--- config.mk ---
export PLATFORM = sky130hd
export DESIGN_NAME = sdram_cmd_interlock
export DESIGN_NICKNAME = d
export VERILOG_FILES = /design/src/rtl/sdi_pkg.sv /design/src/rtl/sdi_cfg_reg.sv /design/src/rtl/sdi_timer.sv /design/src/rtl/sdi_gate.sv /design/src/rtl/sdram_cmd_interlock.sv
export SDC_FILE = /design/constraint.sdc
export NUM_CORES = 1
export LEC_CHECK = 0
export ABC_AREA = 1
export BUFFER_PORTS_ARGS = -buffer_cell sky130_fd_sc_hd__buf_2
export CAP_MARGIN = 40
export CORE_AREA = 4 4 93 95
export CTS_BUF_LIST = sky130_fd_sc_hd__clkbuf_4 sky130_fd_sc_hd__clkbuf_8
export DETAILED_ROUTE_END_ITERATION = 8
export DIE_AREA = 0 0 97 99
export GPL_TIMING_DRIVEN = 1
export PLACE_DENSITY_LB_ADDON = 0.2
export SYNTH_ARGS = -nofsm -noshare
export SYNTH_HDL_FRONTEND = slang
export SYNTH_HIERARCHICAL = 1
export SYNTH_SLANG_ARGS = --single-unit
--- constraint.sdc ---
create_clock -name clk -period 2.5 [get_ports clk]
set_input_delay 0.125 -clock clk [delete_from_list [all_inputs] [get_ports clk]]
set_output_delay 0.125 -clock clk [all_outputs]
set_load 0.05 [all_outputs]
--- src/rtl/sdi_pkg.sv ---
package sdi_pkg;
  localparam int DLY_W = 4;
  localparam int XSR_W = 5;
  localparam int NT    = 6;

  localparam int T_WR  = 0;
  localparam int T_RC  = 1;
  localparam int T_RP  = 2;
  localparam int T_RCD = 3;
  localparam int T_RAS = 4;
  localparam int T_XSR = 5;

  typedef enum logic [2:0] {
    C_NOP = 3'd0, C_ACT = 3'd1, C_RD = 3'd2, C_WR = 3'd3,
    C_PRE = 3'd4, C_REF = 3'd5, C_SRE = 3'd6, C_SRX = 3'd7
  } cmd_e;

  typedef struct packed {
    logic [1:0]       cas;
    logic [XSR_W-1:0] xsr;
    logic [DLY_W-1:0] ras;
    logic [DLY_W-1:0] rcd;
    logic [DLY_W-1:0] rp;
    logic [DLY_W-1:0] rc;
    logic [DLY_W-1:0] wr;
  } cfg_t;

  localparam int   CFGW      = $bits(cfg_t);
  localparam logic [1:0] CAS_TWO = 2'b10;
  localparam cfg_t CFG_RESET = '{cas: CAS_TWO, xsr: 5'd10, ras: 4'd5,
                                 rcd: 4'd3, rp: 4'd3, rc: 4'd8, wr: 4'd2};
  localparam logic [2:0] PIN_NOP = 3'b111;

  function automatic logic [DLY_W-1:0] clamp_cyc(input logic [DLY_W-1:0] f);
    return (f < DLY_W'(2)) ? DLY_W'(2) : f;
  endfunction

  function automatic logic [XSR_W-1:0] xsr_cyc(input logic [XSR_W-1:0] h);
    logic [XSR_W:0] up;
    up = ({1'b0, h} + 1'b1) >> 1;
    return (h == '0) ? XSR_W'(1) : up[XSR_W-1:0];
  endfunction

  function automatic logic cas_ok(input logic [1:0] code);
    return code == CAS_TWO;
  endfunction

  function automatic logic [1:0] cas_cycles(input logic [1:0] code);
    return cas_ok(code) ? 2'd2 : 2'd0;
  endfunction

  function automatic logic [2:0] pin_code(input cmd_e c);
    case (c)
      C_ACT:         return 3'b011;
      C_RD:          return 3'b101;
      C_WR:          return 3'b100;
      C_PRE:         return 3'b010;
      C_REF, C_SRE:  return 3'b001;
      default:       return PIN_NOP;
    endcase
  endfunction

  function automatic logic [NT-1:0] gate_mask(input cmd_e c);
    logic [NT-1:0] m;
    m = '0;
    case (c)
      C_ACT: begin m[T_RC] = 1'b1; m[T_RP] = 1'b1; m[T_XSR] = 1'b1; end
      C_RD, C_WR: begin m[T_RCD] = 1'b1; m[T_RP] = 1'b1; end
      C_PRE: begin m[T_RAS] = 1'b1; m[T_WR] = 1'b1; m[T_RP] = 1'b1; end
      C_REF, C_SRE: m[T_RP] = 1'b1;
      default: m = '0;
    endcase
    return m;
  endfunction

  function automatic logic [NT-1:0] start_mask(input cmd_e c, input logic sr);
    logic [NT-1:0] m;
    m = '0;
    case (c)
      C_ACT: begin m[T_RCD] = 1'b1; m[T_RAS] = 1'b1; end
      C_WR:  m[T_WR] = 1'b1;
      C_PRE: m[T_RP] = 1'b1;
      C_REF: m[T_RC] = 1'b1;
      C_SRX: m[T_XSR] = sr;
      default: m = '0;
    endcase
    return m;
  endfunction
endpackage

--- src/rtl/sdi_cfg_reg.sv ---
module sdi_cfg_reg
  import sdi_pkg::*;
#(
  parameter int CFG_W = CFGW
) (
  input  logic             clk,
  input  logic             rst_n,
  input  logic             cfg_wr,
  input  logic [CFG_W-1:0] cfg_word,
  output cfg_t             cfg_q,
  output logic             cfg_err,
  output logic [1:0]       rd_latency
);
  cfg_t incoming;
  logic code_ok;

  always_comb begin
    incoming = cfg_t'(cfg_word);
    code_ok  = cas_ok(incoming.cas);
  end

  always_ff @(posedge clk or negedge rst_n) begin
    if (!rst_n) begin
      cfg_q   <= CFG_RESET;
      cfg_err <= 1'b0;
    end else if (cfg_wr) begin
      cfg_q.wr  <= incoming.wr;
      cfg_q.rc  <= incoming.rc;
      cfg_q.rp  <= incoming.rp;
      cfg_q.rcd <= incoming.rcd;
      cfg_q.ras <= incoming.ras;
      cfg_q.xsr <= incoming.xsr;
      if (code_ok) cfg_q.cas <= incoming.cas;
      cfg_err <= !code_ok;
    end
  end

  assign rd_latency = cas_cycles(cfg_q.cas);
endmodule

--- src/rtl/sdi_timer.sv ---
module sdi_timer #(
  parameter int W = 4
) (
  input  logic         clk,
  input  logic         rst_n,
  input  logic         load,
  input  logic [W-1:0] load_val,
  output logic         expired
);
  logic [W-1:0] cnt, dec, nxt;

  always_comb begin
    dec = (cnt == '0) ? '0 : cnt - 1'b1;
    nxt = (load && load_val > dec) ? load_val : dec;
  end

  always_ff @(posedge clk or negedge rst_n) begin
    if (!rst_n) cnt <= '0;
    else        cnt <= nxt;
  end

  assign expired = (cnt == '0);
endmodule

--- src/rtl/sdi_gate.sv ---
module sdi_gate
  import sdi_pkg::*;
#(
  parameter int N = NT,
  parameter int W = DLY_W
) (
  input  logic                req_valid,
  input  logic [2:0]          req_cmd,
  input  logic                in_sr,
  input  logic [N-1:0]        t_zero,
  input  cfg_t                cfg,
  output logic                req_ready,
  output logic                issue,
  output logic [N-1:0]        t_load,
  output logic [N-1:0][W-1:0] t_val
);
  cmd_e          cmd;
  logic          sr_block;
  logic [N-1:0]  need;
  logic [XSR_W-1:0] xsr_m1;

  always_comb begin
    cmd       = cmd_e'(req_cmd);
    sr_block  = in_sr && !(cmd == C_NOP || cmd == C_SRX);
    need      = gate_mask(cmd);
    req_ready = !sr_block && ((need & ~t_zero) == '0);
    issue     = req_valid && req_ready;
    t_load    = issue ? start_mask(cmd, in_sr) : '0;
    xsr_m1    = xsr_cyc(cfg.xsr) - 1'b1;
    t_val         = '0;
    t_val[T_WR]   = clamp_cyc(cfg.wr)  - 1'b1;
    t_val[T_RC]   = clamp_cyc(cfg.rc)  - 1'b1;
    t_val[T_RP]   = clamp_cyc(cfg.rp)  - 1'b1;
    t_val[T_RCD]  = clamp_cyc(cfg.rcd) - 1'b1;
    t_val[T_RAS]  = clamp_cyc(cfg.ras) - 1'b1;
    t_val[T_XSR]  = W'(xsr_m1);
  end
endmodule

--- src/rtl/sdram_cmd_interlock.sv ---
module sdram_cmd_interlock
  import sdi_pkg::*;
#(
  parameter int CFG_W = CFGW,
  parameter int N_TMR = NT,
  parameter int TW    = DLY_W
) (
  input  logic             clk,
  input  logic             rst_n,
  input  logic             cfg_wr,
  input  logic [CFG_W-1:0] cfg_word,
  output logic             cfg_err,
  output logic [1:0]       rd_latency,
  input  logic             req_valid,
  input  logic [2:0]       req_cmd,
  output logic             req_ready,
  output logic [2:0]       pin_cmd,
  output logic             pin_cke
);
  cfg_t                     cfg_q;
  logic                     issue;
  logic                     in_sr, sr_next;
  logic [N_TMR-1:0]         t_load, t_zero;
  logic [N_TMR-1:0][TW-1:0] t_val;
  cmd_e                     cmd;

  assign cmd = cmd_e'(req_cmd);

  sdi_cfg_reg #(.CFG_W(CFG_W)) u_cfg (
    .clk(clk), .rst_n(rst_n), .cfg_wr(cfg_wr), .cfg_word(cfg_word),
    .cfg_q(cfg_q), .cfg_err(cfg_err), .rd_latency(rd_latency)
  );

  sdi_gate #(.N(N_TMR), .W(TW)) u_gate (
    .req_valid(req_valid), .req_cmd(req_cmd), .in_sr(in_sr),
    .t_zero(t_zero), .cfg(cfg_q), .req_ready(req_ready),
    .issue(issue), .t_load(t_load), .t_val(t_val)
  );

  for (genvar gi = 0; gi < N_TMR; gi++) begin : g_tmr
    sdi_timer #(.W(TW)) u_tmr (
      .clk(clk), .rst_n(rst_n), .load(t_load[gi]),
      .load_val(t_val[gi]), .expired(t_zero[gi])
    );
  end

  always_comb begin
    sr_next = in_sr;
    if (issue && cmd == C_SRE)      sr_next = 1'b1;
    else if (issue && cmd == C_SRX) sr_next = 1'b0;
  end

  always_ff @(posedge clk or negedge rst_n) begin
    if (!rst_n) begin
      in_sr   <= 1'b0;
      pin_cmd <= PIN_NOP;
      pin_cke <= 1'b1;
    end else begin
      in_sr   <= sr_next;
      pin_cmd <= issue ? pin_code(cmd) : PIN_NOP;
      pin_cke <= !sr_next;
    end
  end
endmodule

# == After elaboration in Yosys (flattened, before gate mapping) ==
# Cells that the tools add are included.
# word_totals
ff_bits,57
inputBits,34
output_inout_bits,8
# op_classes
add_sub_neg,13
order_cmp,11
eq_ne,9
muxes,32
bitwise_logic,2
n_reduce_logical,29
# ops
cell,n
two-way mux 4 bit,18
"subtractor 4 x 1 -> 4 bit, second input constant",12
greater-than comparator 4 bit,6
zero test 4 bit,6
"< comparator 4 x 2 -> 1 bit, second input constant",5
case mux 3 bit (5 select lines),1
"equality test 3 bit, second input constant",4
logical AND 1 bit,11
two-way mux 1 bit,9
AND 6 bit,1
"equality test 3 x 2 -> 1 bit, second input constant",2
zero test 6 bit,1
two-way mux 6 bit,1
NOT 6 bit,1
OR reduction 6 bit,1
"adder 5 x 1 -> 5 bit, second input constant",1
zero test 5 bit,1
"equality test 2 bit, second input constant",2
zero test 1 bit,4
two-way mux 2 bit,2
OR reduction 2 bit,2
"equality test 3 x 1 -> 1 bit, second input constant",1
zero test 3 bit,1
two-way mux 3 bit,1
other kinds (2),2

# == Longest topological paths before layout ==
# depth
ltp_word,11
mapped_depth,15

# == Cells and area by module ==
# The synthesis kept the hierarchy.
# by_module_without_submodules
mod,n_inst,cells_per_inst,area_each_um2,seq_area_each_um2
sdi_timer (g_tmr[0].u_tmr ...),4,50,355.3,100.1
sdi_cfg_reg,1,120,1216.2,714.4
sdi_timer (g_tmr[4].u_tmr ...),2,50,349.1,100.1
sdi_gate,1,94,550.5,0.0
sdram_cmd_interlock,1,24,216.5,130.1

# == Worst setup path after synthesis ==
# Ideal clock, no wire load.
# synth_timing
path_type,register to register
from,"register, netlist name u_cfg/cfg_q[21]"
to,register g_tmr[5].u_tmr.cnt[2]
arrival_ps,2009
path_slack_ps,375
stages_incl_launch_ff,13
synth_period_minus_slack_ps,2125
cell_sequence,dfstp_2 > inv_1 > ha_1 > inv_1 > nand2_1 > inv_1 > ha_1 > xor2_1 > ha_1 > nand2_1 > o21a_4 > nand3_1 > nand2_1
# synth_rtl
element,line,text
end signal: assignment,sdi_timer.sv:19,else cnt <= nxt;
end: declaration,sdi_timer.sv:10,"logic [W-1:0] cnt, dec, nxt;"

==> results.yml <==
outcome:
  outcome: "finished, final reports clean"
logic_synthesis:
  yosysSeqAreaShare_pct: 35.2
  synth_cells: 538
  synth_area_leaders: "dfrtp_1 (26%), nand2_1 (12%), inv_1 (10%)"
  yosys_warnings: 6
  synth_cell_types: 30
  ys_seq_elements: 57
  synthFlopType: "dfrtp_1"
  yosysTopAreaCell: "dfrtp_1"
  synthArstFlopShare_pct: 100
  yosysTopAreaCellShare_pct: 25.6
  synth_nets: 604
  synth_edf_count: 0
  synth_area_um2: 4100
  avgSynthCellArea_um2: 7.63
global_route:
  grt_max_degree: 32
  gr-usage-all-layers_pct: 17.2
  overflow: 0
  grt_pass1_wl_um: 13700
  grt_antenna_before_repair: 0
  first_global_vias: 3239
floorplanning:
  core-area_um2: 7730
  fp-row-count: 32
  die_x_um: 97
  start_util_pct: 53.1
  fp.dieH_um: 99
  dieArea_um2: 9600
  boundaryPins: 42
timing:
  slew_headroom_pct: 61.8
  rsz0062_at_grt: "false"
  max_freq_mhz: 442
  hold_ws_ns: 0.0165
  hold_violations: 0
  max_slew.worst_pin.slew_ns: 0.573
  fin_crit_ns: 2.26
  skew_ns: 0.00726
  fin_ws_ns: 0.238
  fin_tns_setup_ns: 0
  setup_violations: 0
  slew_violations: 0
  period_share_pct: 90.5
drt:
  ant_nets: 0
  wl_um: 7770
  num_vias: 3376
  initialDrtViolationCount: 77
  avgRoutedWirePerCell_um: 10.9
  drtPass1Iterations: 4
  drc: 0
  vias_per_cell: 4.73
placed_design:
  routabilityCongestion: 0.785
  io_buffer_count: 40
  dpl.hpwl_um: 6000
  place_ws_ns: 0.236
clock_tree:
  cts.sinks: 57
  clock_latency_ns: 0.33
  path_clk_slew_ns: 0.07
  cts_buffer_depth: 2
  cts_buffers: 9
  cts_tree: "built"
  cts_max_level: 3
  root_buffer: "clkbuf_8"
flow_run:
  maxCapViolCount: 0
pwr:
  power_mw: 4.29
  p_per_area_nw_per_um2: 887
  ir_drop_mv: 0.381
  power_leakage_nw: 2.55
hold_path:
  hold_path_class: "primary input to flip-flop"
final_layout:
  drive_above_1_share_pct: 23.7
  utilization_pct: 62.5
  area_delta_synth_final_pct: 17.8
  fin_nets: 673
  antenna_cells: 0
critical_path:
  crit_fanout: 5
  critPathKind: "flip-flop to flip-flop"
  crit_path_start_kind: "flip-flop"
  end_kind: "flip-flop"
  worstPathArrival_ns: 2.48
  required_ns: 2.72
-- per-layer routing --
| metal | vias to the layer above | part of all wire, % | track usage, % |
|---|---|---|---|
| li1 | 1813 | - | - |
| met1 | 1504 | 45 | 20.6 |
| met2 | 45 | 50 | 30.7 |
| met3 | 14 | 2.7 | 2.97 |
| met4 | 0 | 1.8 | 6.91 |
| met5 | - | 0 | 0 |
-- cell families after synthesis --
kind of cell	share of synthesized area [%]
and+or+nand+nor	27.1
buffers and inverters	12.6
AOI/OAI and AO/OA	13.3
DFF	35.2
adders and majority gates	9.76
xor gates and xnor gates	1.92
other	0.0914
-- Yosys cell counts, drive strengths merged (6+ instances only) --
| cell type | instances |
|---|---|
| ha | 32 |
| o21a | 6 |
| buf | 8 |
| nand3 | 37 |
| dfrtp | 42 |
| nor2 | 57 |
| inv | 116 |
| nand2 | 145 |
| xor2 | 8 |
| dfstp | 15 |
| o21ai | 34 |
| a21oi | 20 |
-- final cells by class --
cell class,instances,area [um^2]
multi-input cells,357,2150
well taps,102,128
fillers,661,2890
clock inverters,6,67.6
clock buffers,10,138
flip-flops and latches,57,1450
repair buffers,66,470
inverters,116,435
-- cell usage in the layout (no fill, tap or decap), types with 3 or more instances in the layout --
| cell type | Yosys | layout |
|---|---|---|
| a21oi_1 | 16 | 16 |
| a21oi_2 | 4 | 4 |
| buf_2 | 0 | 40 |
| buf_4 | 2 | 3 |
| clkbuf_8 | 0 | 10 |
| dfrtp_1 | 42 | 42 |
| dfstp_2 | 15 | 15 |
| dlygate4sd3_1 | 0 | 22 |
| ha_1 | 32 | 31 |
| inv_1 | 109 | 109 |
| inv_2 | 7 | 7 |
| nand2_1 | 133 | 133 |
| nand2_2 | 6 | 6 |
| nand2_4 | 6 | 6 |
| nand3_1 | 36 | 36 |
| nand4_1 | 3 | 3 |
| nor2_1 | 39 | 39 |
| nor2_2 | 12 | 12 |
| nor2_4 | 6 | 6 |
| o21a_4 | 6 | 6 |
| o21ai_1 | 12 | 12 |
| o21ai_2 | 20 | 20 |
| o31a_1 | 5 | 5 |
| o31ai_1 | 5 | 5 |
| xor2_1 | 8 | 7 |
-- power breakdown --
group          switching (mW)  internal [mW]
Sequential              0.146           1.15
Clock                   0.389          0.488
Combinational            1.35          0.759
Total                    1.89           2.40
-- metrics by stage --
stage	instances	cell area (um^2)
floorplan	538	4100
global route	714	4830
finish	714	4830
detailed placement	676	4400
CTS	714	4820
global placement	675	4370
-- state kept, by name, indices dropped and copies added, names as in the netlist --
register and count:
pin_cmd 3, pin_cke 1, g_tmr.u_tmr/cnt 24, u_cfg/cfg_q 27, u_cfg/cfg_err 1, in_sr 1
-- worst paths after layout --
check | slack (ns) | cells past startpoint | to | from
setup / recovery | 0.24 | 15 | g_tmr[5].u_tmr/cnt[3] | u_cfg/cfg_q[21]
hold / removal | 0.02 | 3 | u_cfg/cfg_q[11] | cfg_word[11]
setup reg to reg | 0.24 | 15 | g_tmr[5].u_tmr/cnt[3] | u_cfg/cfg_q[21]
hold reg to reg | 0.46 | 1 | pin_cke | in_sr
max in group asynchronous | 1.58 | 4 | in_sr | rst_n
min in group asynchronous | 0.28 | 2 | u_cfg/cfg_q[25] | rst_n
-- repair_timing --
action / in CTS / in global routing
endpoints found under the hold margin: 34 / 0
gates resized for setup: 0 / 2
setup endpoints to repair: 0 / 4
hold buffers: 22 / 0
setup buffers: 0 / 0
-- worst max-delay path, stage by stage (launching register included) --
cell and delay [ns]:
dfstp_2 0.55, inv_1 0.04, ha_1 0.26, inv_1 0.05, nand2_1 0.05, inv_1 0.06, ha_2 0.19, xor2_2 0.18
ha_1 0.29, nand2_1 0.07, inv_1 0.06, nand2_1 0.06, nand2_2 0.11, nand2_4 0.07, nand2_1 0.06, nand2_1 0.05
No activity file was read; power rests on OpenSTA's default activity.
